===== src/rtl/dcc_pkg.sv =====
package dcc_pkg;

  localparam int WORD_W = 12;
  localparam int CODE_W = 8;
  localparam int SEL_W  = 4;

  typedef enum logic [2:0] {
    ST_IDLE  = 3'd0,
    ST_LOW   = 3'd1,
    ST_HIGH  = 3'd2,
    ST_LSET  = 3'd3,
    ST_LOAD  = 3'd4,
    ST_LHOLD = 3'd5,
    ST_DONE  = 3'd6
  } dcc_state_t;

  // Word bit k is device bit Dk. Code occupies D0..D7 in natural order;
  // the select is stored reversed so that D11 carries the select LSB.
  function automatic logic [WORD_W-1:0] form_word(input logic [SEL_W-1:0] sel,
                                                  input logic [CODE_W-1:0] code);
    logic [WORD_W-1:0] w;
    w[CODE_W-1:0] = code;
    for (int i = 0; i < SEL_W; i++) begin
      w[CODE_W + i] = sel[SEL_W-1-i];
    end
    return w;
  endfunction

endpackage


===== src/rtl/dcc_interval_timer.sv =====
module dcc_interval_timer #(
  parameter int CNT_W = 8
) (
  input  logic             clk,
  input  logic             rst_n,
  input  logic             load,
  input  logic [CNT_W-1:0] len,
  output logic             expired
);

  logic [CNT_W-1:0] cnt_q;

  // A length of zero or one both give a single-cycle interval.
  function automatic logic [CNT_W-1:0] start_value(input logic [CNT_W-1:0] v);
    return (v == '0) ? '0 : v - 1'b1;
  endfunction

  always_ff @(posedge clk or negedge rst_n) begin
    if (!rst_n) begin
      cnt_q <= '0;
    end else if (load) begin
      cnt_q <= start_value(len);
    end else if (cnt_q != '0) begin
      cnt_q <= cnt_q - 1'b1;
    end
  end

  assign expired = (cnt_q == '0);

endmodule


===== src/rtl/dcc_word_shifter.sv =====
module dcc_word_shifter
  import dcc_pkg::*;
#(
  parameter int N_DEV = 2
) (
  input  logic                    clk,
  input  logic                    rst_n,
  input  logic                    load,
  input  logic                    adv,
  input  logic [N_DEV*SEL_W-1:0]  sel_flat,
  input  logic [N_DEV*CODE_W-1:0] code_flat,
  output logic                    sdata,
  output logic                    last_bit
);

  localparam int TOT_W = N_DEV * WORD_W;
  localparam int BC_W  = $clog2(TOT_W + 1);

  logic [TOT_W-1:0] packed_words;
  logic [TOT_W-1:0] sr_q;
  logic [BC_W-1:0]  left_q;

  // Slot g lands at bits [12g+11:12g]; the top slot is shifted first.
  for (genvar g = 0; g < N_DEV; g++) begin : g_slot
    assign packed_words[g*WORD_W +: WORD_W] =
      form_word(sel_flat[g*SEL_W +: SEL_W], code_flat[g*CODE_W +: CODE_W]);
  end

  always_ff @(posedge clk or negedge rst_n) begin
    if (!rst_n) begin
      sr_q   <= '0;
      left_q <= '0;
    end else if (load) begin
      sr_q   <= packed_words;
      left_q <= BC_W'(TOT_W);
    end else if (adv) begin
      sr_q   <= {sr_q[TOT_W-2:0], 1'b0};
      left_q <= left_q - 1'b1;
    end
  end

  assign sdata    = sr_q[TOT_W-1];
  assign last_bit = (left_q == BC_W'(1));

endmodule


===== src/rtl/dcc_sequencer.sv =====
module dcc_sequencer
  import dcc_pkg::*;
#(
  parameter int CNT_W = 8
) (
  input  logic             clk,
  input  logic             rst_n,
  input  logic             start,
  input  logic             tmr_expired,
  input  logic             last_bit,
  input  logic [CNT_W-1:0] t_clk_lo,
  input  logic [CNT_W-1:0] t_clk_hi,
  input  logic [CNT_W-1:0] t_ld_setup,
  input  logic [CNT_W-1:0] t_ld_width,
  input  logic [CNT_W-1:0] t_ld_hold,
  output dcc_state_t       state,
  output logic             tmr_load,
  output logic [CNT_W-1:0] tmr_len,
  output logic             shift_adv
);

  dcc_state_t state_q, state_d;

  always_comb begin
    state_d   = state_q;
    shift_adv = 1'b0;
    unique case (state_q)
      ST_IDLE:  if (start) state_d = ST_LOW;
      ST_LOW:   if (tmr_expired) state_d = ST_HIGH;
      ST_HIGH: begin
        if (tmr_expired) begin
          if (last_bit) begin
            state_d = ST_LSET;
          end else begin
            state_d   = ST_LOW;
            shift_adv = 1'b1;
          end
        end
      end
      ST_LSET:  if (tmr_expired) state_d = ST_LOAD;
      ST_LOAD:  if (tmr_expired) state_d = ST_LHOLD;
      ST_LHOLD: if (tmr_expired) state_d = ST_DONE;
      ST_DONE:  state_d = ST_IDLE;
      default:  state_d = ST_IDLE;
    endcase
  end

  // Each timed state arms the timer with its own interval on entry.
  always_comb begin
    unique case (state_d)
      ST_LOW:   tmr_len = t_clk_lo;
      ST_HIGH:  tmr_len = t_clk_hi;
      ST_LSET:  tmr_len = t_ld_setup;
      ST_LOAD:  tmr_len = t_ld_width;
      ST_LHOLD: tmr_len = t_ld_hold;
      default:  tmr_len = '0;
    endcase
  end

  assign tmr_load = (state_d != state_q);

  always_ff @(posedge clk or negedge rst_n) begin
    if (!rst_n) begin
      state_q <= ST_IDLE;
    end else begin
      state_q <= state_d;
    end
  end

  assign state = state_q;

endmodule


===== src/rtl/dac_chain_ctrl.sv =====
module dac_chain_ctrl
  import dcc_pkg::*;
#(
  parameter int N_DEV = 2,
  parameter int CNT_W = 8
) (
  input  logic                    clk,
  input  logic                    rst_n,
  input  logic                    req_valid,
  output logic                    req_ready,
  input  logic [N_DEV*SEL_W-1:0]  req_chan,
  input  logic [N_DEV*CODE_W-1:0] req_code,
  input  logic [CNT_W-1:0]        t_clk_lo,
  input  logic [CNT_W-1:0]        t_clk_hi,
  input  logic [CNT_W-1:0]        t_ld_setup,
  input  logic [CNT_W-1:0]        t_ld_width,
  input  logic [CNT_W-1:0]        t_ld_hold,
  output logic                    ser_clk,
  output logic                    ser_data,
  output logic                    ser_load,
  output logic                    done
);

  dcc_state_t       state;
  logic             tmr_load;
  logic [CNT_W-1:0] tmr_len;
  logic             tmr_expired;
  logic             shift_adv;
  logic             last_bit;

  // Named events, visible to the bound checker.
  logic ev_accept;
  logic ev_shift;

  assign req_ready = (state == ST_IDLE);
  assign ev_accept = req_valid && req_ready;
  assign ev_shift  = shift_adv;

  dcc_sequencer #(.CNT_W(CNT_W)) u_seq (
    .clk         (clk),
    .rst_n       (rst_n),
    .start       (ev_accept),
    .tmr_expired (tmr_expired),
    .last_bit    (last_bit),
    .t_clk_lo    (t_clk_lo),
    .t_clk_hi    (t_clk_hi),
    .t_ld_setup  (t_ld_setup),
    .t_ld_width  (t_ld_width),
    .t_ld_hold   (t_ld_hold),
    .state       (state),
    .tmr_load    (tmr_load),
    .tmr_len     (tmr_len),
    .shift_adv   (shift_adv)
  );

  dcc_interval_timer #(.CNT_W(CNT_W)) u_tmr (
    .clk     (clk),
    .rst_n   (rst_n),
    .load    (tmr_load),
    .len     (tmr_len),
    .expired (tmr_expired)
  );

  dcc_word_shifter #(.N_DEV(N_DEV)) u_shf (
    .clk       (clk),
    .rst_n     (rst_n),
    .load      (ev_accept),
    .adv       (ev_shift),
    .sel_flat  (req_chan),
    .code_flat (req_code),
    .sdata     (ser_data),
    .last_bit  (last_bit)
  );

  assign ser_clk  = (state == ST_HIGH);
  assign ser_load = (state == ST_LOAD);
  assign done     = (state == ST_DONE);

endmodule


===== config.mk =====
export PLATFORM = sky130hd
export DESIGN_NAME = dac_chain_ctrl
export DESIGN_NICKNAME = d
export VERILOG_FILES = /design/src/rtl/dcc_pkg.sv /design/src/rtl/dcc_interval_timer.sv /design/src/rtl/dcc_word_shifter.sv /design/src/rtl/dcc_sequencer.sv /design/src/rtl/dac_chain_ctrl.sv
export SDC_FILE = /design/constraint.sdc
export NUM_CORES = 1
export LEC_CHECK = 0
export CAP_MARGIN = 10
export CELL_PAD_IN_SITES_DETAIL_PLACEMENT = 0
export CELL_PAD_IN_SITES_GLOBAL_PLACEMENT = 1
export CORE_AREA = 2 2 92 94
export CTS_BUF_LIST = sky130_fd_sc_hd__clkbuf_8 sky130_fd_sc_hd__clkbuf_16
export CTS_CLUSTER_DIAMETER = 100
export DETAILED_ROUTE_END_ITERATION = 8
export DIE_AREA = 0 0 94 96
export PLACE_DENSITY = 0.79
export SLEW_MARGIN = 20
export SYNTH_ARGS = -nofsm -noshare
export SYNTH_HDL_FRONTEND = slang
export SYNTH_SLANG_ARGS = --single-unit

===== constraint.sdc =====
create_clock -name clk -period 3.85 [get_ports clk]
set_input_delay 0.77 -clock clk [delete_from_list [all_inputs] [get_ports clk]]
set_output_delay 0.77 -clock clk [all_outputs]
set_load 0.03 [all_outputs]

* Word-level counts from Yosys, hierarchy flattened
Index checks and enable logic that the tools add are counted.
Word-level totals: register bits after elaboration 40, bits in latches 0, memory bits (writable) 0, memory bits (read-only) 0, input port bits 67, memories kept 0
Cells by class: add/subtract/negate cells 3, multiply operators 0, div/mod/pow operators 0, order comparisons 0, equal/unequal tests 13, shifts and indexed selects 0, mux-type cells 19, bitwise logic cells 0, reductions and logical operators 7
Operators with widths (number):
- $mux 24 | 2
- $pmux 8 s5 | 1
- $mux 8 | 3
- $mux 3 | 6
- $pmux 3 s6 | 1
- $logic_not 8->1 | 2
- $sub 8x1->8 const B | 2
- $eq 3x3->1 const B | 5
- $eq 3x2->1 const B | 4
- $mux 5 | 2
- $reduce_bool 8->1 | 1
- $eq 3x1->1 const B | 2
- $eq 5x1->1 const B | 1
- $sub 5x1->5 const B | 1
- $reduce_bool 2->1 | 2
- $logic_not 3->1 | 1
- $mux 1 | 3
- $ne 3x3->1 | 1
- $mux 2 | 1
- $logic_and 1x1->1 | 1

* Depth between registers and ports, before layout
Gate-level depths: netlist of the first run.
depth after elaboration 9, mapped depth 14, gate-level depth less buffers 12

* Cells and area by module
From an unflattened synthesis of the first run, not the netlist that was laid out.
Unflattened totals: cells, all modules 290, area, all modules 2788.9 um2
By module, submodules not included:
- dcc_word_shifter | times used 1, cells an instance 131, area an instance 1412.6 um2
- dcc_sequencer | times used 1, cells an instance 88, area an instance 699.4 um2
- dcc_interval_timer | times used 1, cells an instance 66, area an instance 631.9 um2
- dac_chain_ctrl | times used 1, cells an instance 5, area an instance 45.0 um2

* Worst setup path after synthesis of the first run
Ideal clock, no wire load.
path kind register to register, start point reg u_tmr.cnt_q[0], end point reg u_tmr.cnt_q[6], library setup time 0.126 ns, arrival 3.121 ns, slack 0.603 ns, stages on the path, launching flop included 15, period minus slack after synthesis 3.247 ns, cell sequence dfrtp_1 -> inv_1 -> ha_1 -> or3b_1 -> buf_2 -> nor2_1 -> buf_2 -> o21ai_1 -> a32o_1 -> a211oi_1 -> ha_1 -> nand3_1 -> nor3_1 -> mux2i_1 -> mux2i_1
On the way: cells in the longest elaborated chain, start to end 8, elaborated cells on any way between the ends 22, those cells by class 2 x add/sub; 6 x eq/ne; 10 x mux; 4 x reduce/logical
RTL lines:
- start: declaration | RTL line dcc_interval_timer.sv:11 | logic [CNT_W-1:0] cnt_q;
- start signal: assignment | RTL line dcc_interval_timer.sv:22 | cnt_q <= start_value(len);
- start signal: assignment | RTL line dcc_interval_timer.sv:24 | cnt_q <= cnt_q - 1'b1;
- $logic_not 8->1 | RTL line dcc_interval_timer.sv:28 | assign expired = (cnt_q == '0);
- $mux 3, on equally long branches
- $pmux 3 s6 | RTL line dcc_sequencer.sv:27 | unique case (state_q)
- $eq 3x3->1, or another cell as far along | RTL line dcc_sequencer.sv:50 | unique case (state_d)
- $pmux 8 s5 | RTL line dcc_sequencer.sv:50
- $sub 8x1->8 or $logic_not 8->1 (tied branches) | RTL line dcc_interval_timer.sv:15 | return (v == '0) ? '0 : v - 1'b1;
- $mux 8 | RTL line dcc_interval_timer.sv:15
- $mux 8 | RTL line dcc_interval_timer.sv:21 | end else if (load) begin
Several ways; a longest one is shown, not always the timed one. The select of a mux whose other input is x is not followed. A chain may end at the register's enable or synchronous reset.

* Worst setup path after layout of the first run
start point reg u_tmr.cnt_q[0], end point reg u_tmr.cnt_q[0]
Same word-level chain as after synthesis.

==> results of run 1 <==
[final cells by class]
cell class,instances,area share
Timing Repair Buffer,87,0.214
Tap cell,105,0.0340
Sequential cell,40,0.259
Inverter,12,0.0117
Clock buffer,5,0.0178
Clock inverter,2,0.00324
Multi-Input combinational cell,265,0.460
[worst min-delay path by stage]
| stage | from | end | slack (ns) | cells after the start |
|---|---|---|---|---|
| 4_1_cts | u_shf.sr_q[0] | u_shf.sr_q[0] | 0.53 | 2 |
| 2_1_floorplan | rst_n | u_seq.state[0] | 0.47 | 0 |
| 3_5_place_dp | u_shf.sr_q[0] | u_shf.sr_q[0] | 0.50 | 2 |
| 6_report | u_shf.sr_q[0] | u_shf.sr_q[0] | 0.51 | 2 |
| 3_3_place_gp | u_shf.sr_q[0] | u_shf.sr_q[0] | 0.50 | 2 |
| 5_1_grt | u_shf.sr_q[0] | u_shf.sr_q[0] | 0.56 | 2 |
[layout by cell type (no fill, tap or decap), types with 2 or more instances in the layout]
master and instances:
or4_4 2, o21ai_1 15, nor4_2 2, o31ai_1 6, clkbuf_8 5, and2_1 2
a32o_1 3, o211ai_1 6, buf_4 16, nor2b_1 3, dfrtp_1 40, xnor2_1 8
xor2_1 5, inv_1 9, o22ai_1 2, inv_2 2, nor2_1 12, mux2i_1 32
nand3_1 10, nor3_1 8, nand4_1 14, ha_1 5, a211oi_1 6, nand2_1 51
a21boi_1 2, o21ai_0 18, and3_1 2, nor4b_1 3, a21oi_1 10, clkdlybuf4s50_1 70
nor4_1 3, mux2_2 4, o31a_1 3, nand2b_1 2, nor3b_1 4, a221oi_1 3
[metrics by stage]
step / power [µW] / hold slack (ns) / utilization / instance area, µm² / cells
6_report: 2020 / 0.514 / 0.480 / 3860 / 516
5_1_grt: 2200 / 0.563 / 0.480 / 3860 / 516
4_1_cts: 2040 / 0.525 / 0.480 / 3860 / 516
3_5_place_dp: 1750 / 0.500 / 0.470 / 3780 / 509
3_3_place_gp: 1730 / 0.498 / 0.470 / 3780 / 509
2_1_floorplan: 1420 / 0.466 / - / 2930 / 342
[worst max-delay path: stages (launching register included)]
cell      delay [ns]
dfrtp_1         0.40
inv_1           0.10
ha_1            0.26
or3b_1          0.40
nor2_1          0.46
o211ai_1        0.17
a221oi_1        0.56
nand3_1         0.22
nor4_2          0.27
and3_1          0.34
o22ai_1         0.13
[state kept, by name (all words and copies together) (netlist names)]
name,flops
u_shf.left_q,5
u_seq.state,3
u_shf.sr_q,24
u_tmr.cnt_q,8
[layer usage]
| metal | GRT usage | up-vias | share of wire |
|---|---|---|---|
| met4 | 0.0616 | 0 | 0.024 |
| met3 | 0.0423 | 15 | 0.080 |
| met5 | 0 | - | 0 |
| li1 | - | 1393 | - |
| met2 | 0.336 | 128 | 0.45 |
| met1 | 0.241 | 1318 | 0.45 |
[where the power goes]
group / internal [µW] / switching (µW) / total (µW)
clock network: 123 / 142 / 265
logic: 456 / 534 / 990
registers: 614 / 153 / 767
total: 1190 / 829 / 2020
[cells by family (layout without fill, tap and decap cells)]
logic type	Yosys count	in the layout	synth area share
simple gates	123	123	0.218
mux	36	36	0.125
compound gates	88	88	0.205
flops	40	40	0.342
fa+ha+maj	5	5	0.0214
xor+xnor	13	13	0.0389
buf+inv	37	106	0.0504
==> flow_metrics.env, run 1 <==
export IMPL_status="complete, no violations"
export IMPL_timing_rr_end="u_tmr.cnt_q[0]"
export IMPL_syn_area_um2=2930
export IMPL_grt_pass1_vias=2877
export IMPL_setup_viol=0
export IMPL_syn_inst=342
export IMPL_power_density_nw_per_um2=523
export IMPL_pin_count=72
export IMPL_grt_overflow_total=0
export IMPL_multiInputGateArea_um2=1780
export IMPL_dieHeight_um=96
export IMPL_layout_drive_gt1_share=0.0925
export IMPL_route_detailed_drc=0
export IMPL_finalCritPeriodShare=0.892
export IMPL_synth_nets=414
export IMPL_core_area_um2=8050
export IMPL_firstDrtPassIters=5
export IMPL_final_nets=483
export IMPL_p_leak_uw=0.00163
export IMPL_synthTopCellsByArea="dfrtp_1 34%, mux2i_1 11%, nand2_1 6.5%"
export IMPL_fin_crit_ns=3.43
export IMPL_yosys_cell_count_top_type="nand2_1"
export IMPL_synth_area_leader_cell="dfrtp_1"
export IMPL_rsz0062_at_grt="no"
export IMPL_grt_max_degree=51
export IMPL_final_setup_tns_ns=0
export IMPL_endpoint_kind="flop"
export IMPL_die_w_um=94
export IMPL_wirelength_mm=8.36
export IMPL_synth_cell_type_count=57
export IMPL_synth_edf_count=0
export IMPL_clockBufferDepth=2
export IMPL_finalHoldViolCount=0
export IMPL_synth_warnings=0
export IMPL_ys_top_cells_by_count="51 x nand2_1, 40 x dfrtp_1, 32 x mux2i_1"
export IMPL_ys_seq_elements=40
export IMPL_worstMarginPinSlew_ns=0.883
export IMPL_h_tree_depth=2
export IMPL_synth_area_per_cell_um2=8.56
export IMPL_die_area_um2=9020
export IMPL_grt_pass1_wl_mm=13.8
export IMPL_ant_nets=0
export IMPL_drv_cap=0
export IMPL_critPathMaxFanout=8
export IMPL_regToRegStartpoint="u_tmr.cnt_q[0]"
export IMPL_drtIter0Drc=138
export IMPL_ir_drop_mv=0.315
export IMPL_critical_path_class="flop to flop"
export IMPL_cts_hold_buffers=0
export IMPL_vias=2854
export IMPL_ff2ff_setup_slack_ns=0.42
export IMPL_clock_latency_ns=0.29
export IMPL_gp_congestion=0.910
export IMPL_cts_sinks=40
export IMPL_required_ns=4.02
export IMPL_synth_async_reset_ratio=1.00
export IMPL_arrival_ns=3.60
export IMPL_drv_slew=0
export IMPL_antenna_found_initial=0
export IMPL_clk_pin_slew_ns=0.08
export IMPL_fmax_mhz=291
export IMPL_skew_ns=0.00170
export IMPL_initial_core_util=0.364
export IMPL_cp_endpoint="u_tmr.cnt_q[0]"
export IMPL_fillers=781
export IMPL_worstHoldPathType="flop to flop"
export IMPL_ctsResizeCount=0
export IMPL_synth_top_flop_cell="dfrtp_1"
export IMPL_synth_top_cell_area_share=0.342
export IMPL_reg2regPathDepth=10
export IMPL_relSlewSlack=0.411
export IMPL_critPathLaunch="u_tmr.cnt_q[0]"
export IMPL_rows=33
export IMPL_ctsRootBufferMaster="clkbuf_8"
export IMPL_startpoint_type="flop"
export IMPL_track_usage=0.194
export IMPL_avgViaCountPerCell=5.53
export IMPL_wl_per_cell_um=16.2
export IMPL_portBuffers=71
export IMPL_post_cts_buffers=0
export IMPL_dp_slack_ns=0.495
export IMPL_diodes=0
export IMPL_yosysSeqAreaShare=0.342
export IMPL_ff_latch_area_um2=1000
export IMPL_cts_tree="built"
export IMPL_cts_buffers_inserted=5
export IMPL_areaGrowthSynthToFinish_pct=32.0
export IMPL_fin_ws_ns=0.415
export IMPL_dpl_hpwl_mm=6.22
Note: power is estimated with default switching activity, not from simulation.
==> inputs of run 2 (changes only) <==
--- a/config.mk
+++ b/config.mk
@@ -8,11 +8,11 @@
 export CAP_MARGIN = 10
 export CELL_PAD_IN_SITES_DETAIL_PLACEMENT = 0
 export CELL_PAD_IN_SITES_GLOBAL_PLACEMENT = 1
-export CORE_AREA = 2 2 92 94
+export CORE_AREA = 4 4 94 96
 export CTS_BUF_LIST = sky130_fd_sc_hd__clkbuf_8 sky130_fd_sc_hd__clkbuf_16
 export CTS_CLUSTER_DIAMETER = 100
 export DETAILED_ROUTE_END_ITERATION = 8
-export DIE_AREA = 0 0 94 96
+export DIE_AREA = 0 0 98 100
 export PLACE_DENSITY = 0.79
 export SLEW_MARGIN = 20
 export SYNTH_ARGS = -nofsm -noshare
==> flow_metrics.env, run 2 (synthesized netlist as in run 1, its figures left out) <==
export IMPL_status="complete, no violations"
export IMPL_cts_tree="built"
export IMPL_reg2regPathDepth=10
export IMPL_initial_core_util=0.364
export IMPL_gp_congestion=0.919
export IMPL_setup_viol=0
export IMPL_grt_overflow_total=0
export IMPL_regMostFlops="u_shf.sr_q"
export IMPL_cp_endpoint="ser_load"
export IMPL_firstDrtPassIters=5
export IMPL_final_nets=483
export IMPL_route_detailed_drc=0
export IMPL_grt_pass1_wl_mm=14.0
export IMPL_p_leak_uw=0.00164
export IMPL_hp_start="u_shf.sr_q[0]"
export IMPL_track_usage=0.173
export IMPL_clockBufferDepth=2
export IMPL_vias=2869
export IMPL_ff_latch_area_um2=1000
export IMPL_h_tree_depth=2
export IMPL_regToRegStartpoint="u_tmr.cnt_q[0]"
export IMPL_worstMarginPinSlew_ns=0.892
export IMPL_relSlewSlack=0.405
export IMPL_rows=33
export IMPL_ant_nets=0
export IMPL_critPathLaunch="u_seq.state[2]"
export IMPL_ir_drop_mv=0.333
export IMPL_fmax_mhz=286
export IMPL_grt_max_degree=51
export IMPL_finalHoldViolCount=0
export IMPL_ctsResizeCount=0
export IMPL_arrival_ns=2.73
export IMPL_drv_slew=0
export IMPL_startpoint_type="flop"
export IMPL_clk_pin_slew_ns=0.08
export IMPL_final_util=0.484
export IMPL_dieHeight_um=100
export IMPL_power_density_nw_per_um2=535
export IMPL_required_ns=3.08
export IMPL_critPathMaxFanout=19
export IMPL_portBuffers=71
export IMPL_wirelength_mm=8.38
export IMPL_final_setup_tns_ns=0
export IMPL_die_area_um2=9800
export IMPL_clock_latency_ns=0.28
export IMPL_antenna_found_initial=0
export IMPL_cts_hold_buffers=0
export IMPL_worstHoldPathType="flop to flop"
export IMPL_wl_per_cell_um=16.2
export IMPL_drtIter0Drc=172
export IMPL_fin_crit_ns=3.50
export IMPL_critical_path_class="flop to primary output"
export IMPL_grt_pass1_vias=2846
export IMPL_whs_path_depth=2
export IMPL_dpl_hpwl_mm=6.34
export IMPL_pin_count=72
export IMPL_multiInputGateArea_um2=1780
export IMPL_largest_register_ffs=24
export IMPL_areaGrowthSynthToFinish_pct=33.0
export IMPL_ff2ff_setup_slack_ns=0.37
export IMPL_die_w_um=98
export IMPL_layout_drive_gt1_share=0.0947
export IMPL_post_cts_buffers=0
export IMPL_top_regs="u_shf.sr_q x24, u_tmr.cnt_q x8, u_shf.left_q x5"
export IMPL_diodes=0
export IMPL_finalCritPeriodShare=0.909
export IMPL_fillers=799
export IMPL_skew_ns=0.00489
export IMPL_rsz0062_at_grt="no"
export IMPL_drv_cap=0
export IMPL_final_cell_mix="70 x clkdlybuf4s50_1, 51 x nand2_1, 40 x dfrtp_1"
export IMPL_ctsRootBufferMaster="clkbuf_8"
export IMPL_core_area_um2=8050
export IMPL_endpoint_kind="primary output"
export IMPL_avgViaCountPerCell=5.55
export IMPL_cts_sinks=40
export IMPL_cts_buffers_inserted=5
export IMPL_timing_rr_end="u_tmr.cnt_q[0]"
export IMPL_final_common_cell="clkdlybuf4s50_1"
==> run 2: worst min-delay path by stage <==
| stage | endpoint | slack (ns) |
|---|---|---|
| floorplan | u_seq.state[0] | 0.47 |
| global placement | u_shf.sr_q[0] | 0.49 |
| finish | u_shf.sr_q[0] | 0.52 |
| detailed placement | u_shf.sr_q[0] | 0.50 |
| CTS | u_shf.sr_q[0] | 0.52 |
| global route | u_shf.sr_q[0] | 0.57 |
==> run 2: metal layers <==
metal | share of wire | GRT usage
met5 | 0 | 0
met4 | 0.037 | 0.0745
met3 | 0.075 | 0.0347
met2 | 0.42 | 0.265
met1 | 0.47 | 0.236
==> run 2: through the flow <==
step / instance area [µm²] / worst slack [ns] / hold slack (ns) / power [µW] / instances
after global routing: 3890 / 0.0748 / 0.568 / 2250 / 517
final: 3890 / 0.348 / 0.522 / 2080 / 517
after global placement: 3780 / 0.470 / 0.492 / 1730 / 509
after floorplan: 2930 / 0.603 / 0.466 / 1420 / 342
after detailed placement: 3780 / 0.416 / 0.498 / 1750 / 509
after CTS: 3890 / 0.383 / 0.521 / 2100 / 517
==> run 2: report_power, final <==
part           switching (µW)  total (µW)  internal (µW)
Combinational             520         973            453
Sequential                158         771            614
Clock                     145         337            192
Total                     823        2080           1260
==> run 2: layout make-up <==
class,instances,share of cell area
timing repair buffer,87,0.212
clock buffer,5,0.0177
sequential,40,0.257
tap,105,0.0337
multi-input combinational,265,0.457
inverter,12,0.0116
clock inverter,3,0.0109
==> run 2: worst max-delay path, stage by stage (launching register included) <==
cell and delay (ns):
dfrtp_1 0.69, nor2b_1 0.66, nand2_1 0.22, inv_2 0.18, clkdlybuf4s50_1 0.70
